$ cat src/rtl/scm_pkg.sv
package scm_pkg;

    typedef enum logic {
        ARB_FIXED  = 1'b0,
        ARB_ROTATE = 1'b1
    } arb_mode_e;

    typedef enum logic {
        PH_HDR  = 1'b0,
        PH_BODY = 1'b1
    } phase_e;

    localparam int SID_W = 4;
    localparam int CNT_W = 8;
    localparam int HDR_W = SID_W + CNT_W;

    typedef struct packed {
        logic [SID_W-1:0] sid;
        logic [CNT_W-1:0] cnt;
    } hdr_t;

    function automatic hdr_t hdr_pack(logic [SID_W-1:0] sid, logic [CNT_W-1:0] cnt);
        hdr_t h;
        h.sid = sid;
        h.cnt = cnt;
        return h;
    endfunction

endpackage

$ cat src/rtl/scm_arbiter.sv
module scm_arbiter
    import scm_pkg::*;
#(
    parameter int        N    = 4,
    parameter arb_mode_e MODE = ARB_FIXED,
    localparam int       IDX_W = (N > 1) ? $clog2(N) : 1
) (
    input  logic             clk,
    input  logic             rst,
    input  logic [N-1:0]     req,
    input  logic             upd,
    output logic [N-1:0]     gnt,
    output logic [IDX_W-1:0] gnt_idx
);

    logic [IDX_W-1:0] last_q;

    generate
        if (MODE == ARB_ROTATE) begin : g_rot
            always_ff @(posedge clk) begin
                if (rst) last_q <= IDX_W'(N - 1);
                else if (upd) last_q <= gnt_idx;
            end

            always_comb begin
                gnt     = '0;
                gnt_idx = '0;
                for (int k = N - 1; k >= 0; k--) begin
                    int c;
                    c = (int'(last_q) + 1 + k) % N;
                    if (req[c]) begin
                        gnt     = '0;
                        gnt[c]  = 1'b1;
                        gnt_idx = IDX_W'(c);
                    end
                end
            end
        end else begin : g_fix
            assign last_q = '0;

            always_comb begin
                gnt     = '0;
                gnt_idx = '0;
                for (int i = N - 1; i >= 0; i--) begin
                    if (req[i]) begin
                        gnt     = '0;
                        gnt[i]  = 1'b1;
                        gnt_idx = IDX_W'(i);
                    end
                end
            end
        end
    endgenerate

    AST_GNT_ONEHOT: assert property (@(posedge clk) disable iff (rst)
        $onehot0(gnt));
    AST_GNT_FROM_REQ: assert property (@(posedge clk) disable iff (rst)
        (gnt & ~req) == '0);
    AST_GNT_WHEN_REQ: assert property (@(posedge clk) disable iff (rst)
        (|req) |-> (|gnt));

endmodule

$ cat src/rtl/scm_tx_pack.sv
module scm_tx_pack
    import scm_pkg::*;
#(
    parameter int        N     = 4,
    parameter int        W     = 16,
    parameter arb_mode_e MODE  = ARB_FIXED,
    localparam int       IDX_W = (N > 1) ? $clog2(N) : 1
) (
    input  logic                     clk,
    input  logic                     rst,
    input  logic [N-1:0]             in_valid,
    input  logic [N-1:0][CNT_W-1:0]  in_len,
    input  logic [N-1:0][W-1:0]      in_data,
    output logic [N-1:0]             in_ready,
    output logic                     co_valid,
    output logic [W-1:0]             co_data,
    input  logic                     co_ready
);

    phase_e           phase_q;
    logic [IDX_W-1:0] cur_q;
    logic [CNT_W-1:0] left_q;
    logic [N-1:0]     gnt;
    logic [IDX_W-1:0] gnt_idx;
    logic             hdr_take;
    logic             body_take;

    scm_arbiter #(.N(N), .MODE(MODE)) u_arb (
        .clk     (clk),
        .rst     (rst),
        .req     (in_valid),
        .upd     (hdr_take),
        .gnt     (gnt),
        .gnt_idx (gnt_idx)
    );

    always_comb begin
        co_valid = 1'b0;
        co_data  = '0;
        in_ready = '0;
        if (phase_q == PH_HDR) begin
            co_valid = |gnt;
            co_data  = W'(hdr_pack(SID_W'(gnt_idx), in_len[gnt_idx]));
        end else begin
            co_valid        = in_valid[cur_q];
            co_data         = in_data[cur_q];
            in_ready[cur_q] = co_ready;
        end
    end

    assign hdr_take  = (phase_q == PH_HDR) && co_valid && co_ready;
    assign body_take = (phase_q == PH_BODY) && in_valid[cur_q] && co_ready;

    always_ff @(posedge clk) begin
        if (rst) begin
            phase_q <= PH_HDR;
            cur_q   <= '0;
            left_q  <= '0;
        end else if (hdr_take) begin
            phase_q <= PH_BODY;
            cur_q   <= gnt_idx;
            left_q  <= in_len[gnt_idx];
        end else if (body_take) begin
            left_q <= left_q - 1'b1;
            if (left_q == CNT_W'(1)) phase_q <= PH_HDR;
        end
    end

    AST_RDY_SINGLE: assert property (@(posedge clk) disable iff (rst)
        $onehot0(in_ready));
    AST_GRANT_HELD: assert property (@(posedge clk) disable iff (rst)
        (phase_q == PH_BODY && !(body_take && left_q == CNT_W'(1)))
        |=> (phase_q == PH_BODY && cur_q == $past(cur_q)));
    AST_LEN_NONZERO: assert property (@(posedge clk) disable iff (rst)
        hdr_take |-> (in_len[gnt_idx] != '0));
    AST_TX_STALL: assert property (@(posedge clk) disable iff (rst)
        (phase_q == PH_BODY && !co_ready) |=> $stable(left_q));

endmodule

$ cat src/rtl/scm_rx_unpack.sv
module scm_rx_unpack
    import scm_pkg::*;
#(
    parameter int N = 4,
    parameter int W = 16
) (
    input  logic         clk,
    input  logic         rst,
    input  logic         ci_valid,
    input  logic [W-1:0] ci_data,
    output logic         ci_ready,
    output logic [N-1:0] out_valid,
    input  logic [N-1:0] out_ready,
    output logic [W-1:0] out_data,
    output logic         out_last
);

    phase_e           phase_q;
    logic [SID_W-1:0] sid_q;
    logic [CNT_W-1:0] left_q;
    hdr_t             hdr_in;
    logic             known;
    logic             take;

    assign hdr_in   = hdr_t'(ci_data[HDR_W-1:0]);
    assign out_data = ci_data;

    always_comb begin
        known = 1'b0;
        for (int i = 0; i < N; i++) begin
            if (sid_q == SID_W'(i)) known = 1'b1;
        end
    end

    always_comb begin
        out_valid = '0;
        out_last  = 1'b0;
        ci_ready  = 1'b1;
        if (phase_q == PH_BODY && known) begin
            ci_ready = 1'b0;
            out_last = (left_q == CNT_W'(1));
            for (int i = 0; i < N; i++) begin
                if (sid_q == SID_W'(i)) begin
                    out_valid[i] = ci_valid;
                    ci_ready     = out_ready[i];
                end
            end
        end
    end

    assign take = ci_valid && ci_ready;

    always_ff @(posedge clk) begin
        if (rst) begin
            phase_q <= PH_HDR;
            sid_q   <= '0;
            left_q  <= '0;
        end else if (take) begin
            if (phase_q == PH_HDR) begin
                sid_q  <= hdr_in.sid;
                left_q <= hdr_in.cnt;
                if (hdr_in.cnt != '0) phase_q <= PH_BODY;
            end else begin
                left_q <= left_q - 1'b1;
                if (left_q == CNT_W'(1)) phase_q <= PH_HDR;
            end
        end
    end

    AST_OUT_SINGLE: assert property (@(posedge clk) disable iff (rst)
        $onehot0(out_valid));
    AST_OUT_NEEDS_IN: assert property (@(posedge clk) disable iff (rst)
        (|out_valid) |-> ci_valid);
    AST_RX_STALL: assert property (@(posedge clk) disable iff (rst)
        (phase_q == PH_BODY && ci_valid && !ci_ready)
        |=> (phase_q == PH_BODY && left_q == $past(left_q) && sid_q == $past(sid_q)));
    AST_RX_COUNTDOWN: assert property (@(posedge clk) disable iff (rst)
        (phase_q == PH_BODY && take && left_q != CNT_W'(1))
        |=> (phase_q == PH_BODY && left_q == $past(left_q) - 1'b1));

endmodule

$ cat src/rtl/svc_chan_mux.sv
module svc_chan_mux
    import scm_pkg::*;
#(
    parameter int        NSVC     = 4,
    parameter int        CHAN_W   = 16,
    parameter arb_mode_e ARB_MODE = ARB_FIXED
) (
    input  logic                        clk,
    input  logic                        rst,
    input  logic [NSVC-1:0]             in_valid,
    input  logic [NSVC-1:0][CNT_W-1:0]  in_len,
    input  logic [NSVC-1:0][CHAN_W-1:0] in_data,
    output logic [NSVC-1:0]             in_ready,
    output logic                        co_valid,
    output logic [CHAN_W-1:0]           co_data,
    input  logic                        co_ready,
    input  logic                        ci_valid,
    input  logic [CHAN_W-1:0]           ci_data,
    output logic                        ci_ready,
    output logic [NSVC-1:0]             out_valid,
    input  logic [NSVC-1:0]             out_ready,
    output logic [CHAN_W-1:0]           out_data,
    output logic                        out_last
);

    scm_tx_pack #(.N(NSVC), .W(CHAN_W), .MODE(ARB_MODE)) u_tx (
        .clk      (clk),
        .rst      (rst),
        .in_valid (in_valid),
        .in_len   (in_len),
        .in_data  (in_data),
        .in_ready (in_ready),
        .co_valid (co_valid),
        .co_data  (co_data),
        .co_ready (co_ready)
    );

    scm_rx_unpack #(.N(NSVC), .W(CHAN_W)) u_rx (
        .clk       (clk),
        .rst       (rst),
        .ci_valid  (ci_valid),
        .ci_data   (ci_data),
        .ci_ready  (ci_ready),
        .out_valid (out_valid),
        .out_ready (out_ready),
        .out_data  (out_data),
        .out_last  (out_last)
    );

    AST_TAKE_NEEDS_VALID: assert property (@(posedge clk) disable iff (rst)
        ((in_ready & in_valid) != '0) |-> (co_valid && co_ready));

endmodule

$ cat config.mk
export PLATFORM = sky130hd
export DESIGN_NAME = svc_chan_mux
export DESIGN_NICKNAME = d
export VERILOG_FILES = /design/src/rtl/scm_pkg.sv /design/src/rtl/scm_arbiter.sv /design/src/rtl/scm_tx_pack.sv /design/src/rtl/scm_rx_unpack.sv /design/src/rtl/svc_chan_mux.sv
export SDC_FILE = /design/constraint.sdc
export NUM_CORES = 1
export LEC_CHECK = 0
export BUFFER_PORTS_ARGS = -buffer_cell sky130_fd_sc_hd__buf_2
export CORE_UTILIZATION = 43
export DETAILED_ROUTE_END_ITERATION = 8
export PLACE_DENSITY = 0.81
export REMOVE_ABC_BUFFERS = 1
export SETUP_SLACK_MARGIN = 0.05
export SLEW_MARGIN = 20
export SYNTH_ARGS = -nofsm -noshare
export SYNTH_HDL_FRONTEND = slang
export SYNTH_SLANG_ARGS = --single-unit
$ cat constraint.sdc
create_clock -name clk -period 2.25 [get_ports clk]
set_clock_uncertainty 0.1 [all_clocks]
set_input_delay 0.45 -clock clk [delete_from_list [all_inputs] [get_ports clk]]
set_output_delay 0.45 -clock clk [all_outputs]
set_load 0.02 [all_outputs]
==> impl_metrics.py <==
metrics = {
    "worst_setup_path": {
        "critPathLaunchType": "flop",
        "arrival_ns": 1.70,
        "cp_max_fo": 4,
        "critPathSlowestCell": "mux4_2",
        "r2r_start": "u_rx.sid_q[0]",
        "reg2reg_depth": 4,
        "end_kind": "output pin",
        "critPathKind": "reg2out",
        "reg2reg_slack_ns": 0.35,
        "slowest_delay_ns": 0.50,
        "worst_r2r_endpoint": "u_rx.phase_q",
        "crit_chain": "mux4_2 > and2_4 > a31o_4 > buf_6",
        "crit_required_ns": 1.70,
    },
    "final_layout": {
        "synthToLayoutAreaGrowth_pct": 44.3,
        "n_antenna_cell": 0,
        "ff_latch_area_um2": 492,
        "multi_input_area_um2": 1850,
        "finalNonFillerCells": 546,
        "nFillCells": 471,
        "fin_nets": 603,
        "final_cell_area_um2": 3700,
        "layout-drive-gt1-share_pct": 49.6,
    },
    "clocking": {
        "clock-root-buffer": "clkbuf_8",
        "cts_made_buffers": 3,
        "clkLatencyLatePin_ns": 0.27,
        "clkTransAtPathRegs_ns": 0.09,
        "max-clock-path-buffers": 2,
        "cts_sinks": 24,
        "ctsHtreeMaxLevel": 1,
        "tritoncts": "built",
    },
    "logic_synthesis": {
        "ys_dominant_reg_cell": "dfxtp_1",
        "yosys-top-cells-area": "dfxtp_1 (19%), mux4_2 (16%), buf_4 (4.7%)",
        "synth_area_um2": 2560,
        "yosys-top-cells-count": "nand2_1 (31), dfxtp_1 (24), nor2_1 (24), mux4_2 (18)",
        "syn_inst": 325,
        "synth_edf_count": 0,
        "yosysSeqAreaShare_pct": 18.7,
        "postSynthAreaPerCell_um2": 7.89,
        "synth_top_area_share_pct": 18.7,
        "post-synth-top-count-cell": "nand2_1",
        "synth-async-reset-ratio_pct": 0,
        "synth_cell_types": 56,
        "synth_largest_area_cell": "dfxtp_1",
        "ys_warn_count": 0,
        "synth_seq_cells": 24,
    },
    "hold_path": {
        "holdPathStages": 3,
        "hp-class": "in2reg",
        "holdPathEnd": "u_rx.sid_q[1]",
        "hp-start": "ci_data[9]",
    },
    "floorplan": {
        "coreArea_um2": 5640,
        "io_pins": 167,
        "fp-row-count": 27,
        "start_util_pct": 45.5,
        "die_x_um": 79.2,
        "dieArea_um2": 6280,
        "die_h_um": 79.2,
    },
    "pwr": {
        "cellPowerDensity_nw_per_um2": 442,
        "leakage_uw": 0.00171,
        "irDropWorstVdd_v": 0.000354,
        "total_power_uw": 1630,
    },
    "run_status": {
        "violations": "setup timing",
        "status": "complete, but fails checks",
    },
    "sta": {
        "min_period_ns": 2.25,
        "tightest_slew_ns": 0.684,
        "slew_headroom_pct": 54.0,
        "setup_slack_ns": -0.00343,
        "finalSetupViolations": 1,
        "hold_violations": 0,
        "rsz0062_at_grt": "true",
        "max_freq_mhz": 444,
        "slew_violations": 0,
        "fin_crit_sh_pct": 100,
    },
    "detailed_routing": {
        "route.detailed.drc": 0,
        "wirelength_mm": 8.59,
        "drtIter0Drc": 127,
        "vias_per_cell": 5.65,
        "first_pass_iters": 5,
        "vias": 3085,
        "ant_nets": 0,
        "avgRoutedWirePerCell_um": 15.7,
    },
    "grt": {
        "grt_pass1_vias": 2869,
        "grt_overflow_total": 0,
        "grt_usage_pct": 25.7,
        "antenna_found_initial": 0,
        "grt_pass1_wl_mm": 12.8,
        "grt_max_degree": 27,
    },
    "placement": {
        "io_buffers": 158,
        "gp_congestion": 0.948,
        "place_area_um2": 3410,
        "dp_cells": 536,
        "dp_hpwl_mm": 6.48,
    },
    "run": {
        "cap_violations": 0,
    },
}
cells in the final DEF (no fill, tap or decap), types with 3 or more instances in the layout:
master and count:
dfxtp_2 3, ha_1 4, o21ai_1 5, inv_1 17, nand2_1 28, nand3_1 6, clkbuf_8 3, o21bai_1 3
and3_1 7, a31oi_1 6, mux2i_1 7, nor4_1 7, nor3b_1 8, buf_2 144, a221oi_1 3, dfxtp_1 19
mux4_2 18, nor3_1 10, buf_4 28, and2_4 8, nand2_2 3, nand4_1 5, buf_6 9, o21ai_0 7
a21oi_1 16, nor2_1 24, nor2b_1 11, o31ai_1 5, nor4b_1 4, a211oi_1 7, nand2b_1 3
per-stage QoR:
| step | utilization (%) | setup slack [ns] | hold slack (ns) | setup TNS, ns |
|---|---|---|---|---|
| after floorplan | - | -0.254 | 0.352 | -2.05 |
| after global placement | 60.4 | 0.0417 | 0.362 | 0 |
| after detailed placement | 60.4 | 0.0257 | 0.376 | 0 |
| after CTS | 63.4 | -0.00283 | 0.338 | -0.00283 |
| after global routing | 65.6 | -0.0415 | 0.337 | -0.146 |
| final | 65.6 | -0.00343 | 0.334 | -0.00343 |
report_power, final:
part           switching [uW]  internal, uW  leakage [uW]
clock                     147           238     0.0000357
combinational             372           369       0.00147
sequential               47.7           462      0.000200
layout make-up:
cell class | instances | share of cell area, %
clock buffer | 3 | 1.12
clock inverter | 1 | 0.811
inverter | 17 | 1.72
multi-input combinational | 243 | 50.1
sequential | 24 | 13.3
tap | 72 | 2.43
timing repair buffer | 186 | 30.6
kinds of logic after synthesis:
kind of cell | count (synthesis) | share of synthesized area, %
compound gates | 72 | 19.0
xor+xnor | 2 | 0.683
fa+ha+maj | 4 | 1.95
buf+inv | 58 | 11.4
flops | 24 | 18.7
mux | 26 | 19.1
simple gates | 139 | 29.1
state kept, by name, summed over array words and instances (netlist names):
register and cells:
u_rx.left_q 8, u_rx.phase_q 1, u_tx.left_q 8, u_rx.sid_q 4, u_tx.phase_q 1, u_tx.cur_q 2
critical path: cells and delay by family, from the launching register on:
kind	cells	cell delay [ns]
compound gates	1	0.21
buf+inv	1	0.13
flops	1	0.44
mux	1	0.50
simple gates	1	0.15
timing repair:
| action | 4_1_cts | 5_1_grt |
|---|---|---|
| pin swaps | 2 | 7 |
| cloned | 1 | 1 |
| gates resized for setup | 29 | 23 |
| hold buffers | 0 | 0 |
| buffers inserted | 0 | 4 |
| setup endpoints to repair | 18 | 23 |
worst max-delay path by stage:
stage / endpoint / depth (start not counted) / from
3_3_place_gp: co_data[4] / 6 / in_valid[3]
2_1_floorplan: co_data[4] / 3 / u_tx.cur_q[0]
4_1_cts: co_data[4] / 4 / u_tx.cur_q[0]
5_1_grt: co_data[4] / 4 / u_tx.cur_q[0]
6_report: co_data[4] / 4 / u_tx.cur_q[0]
3_5_place_dp: co_data[4] / 6 / in_valid[1]
metal layers:
layer,GRT usage (%),vias up,routed length [um]
met1,27.5,1431,3260
met3,3.68,10,506
li1,-,1494,-
met2,51.5,150,4720
met4,6.73,0,102
met5,0,-,0
(Power assumes the default switching activity.)
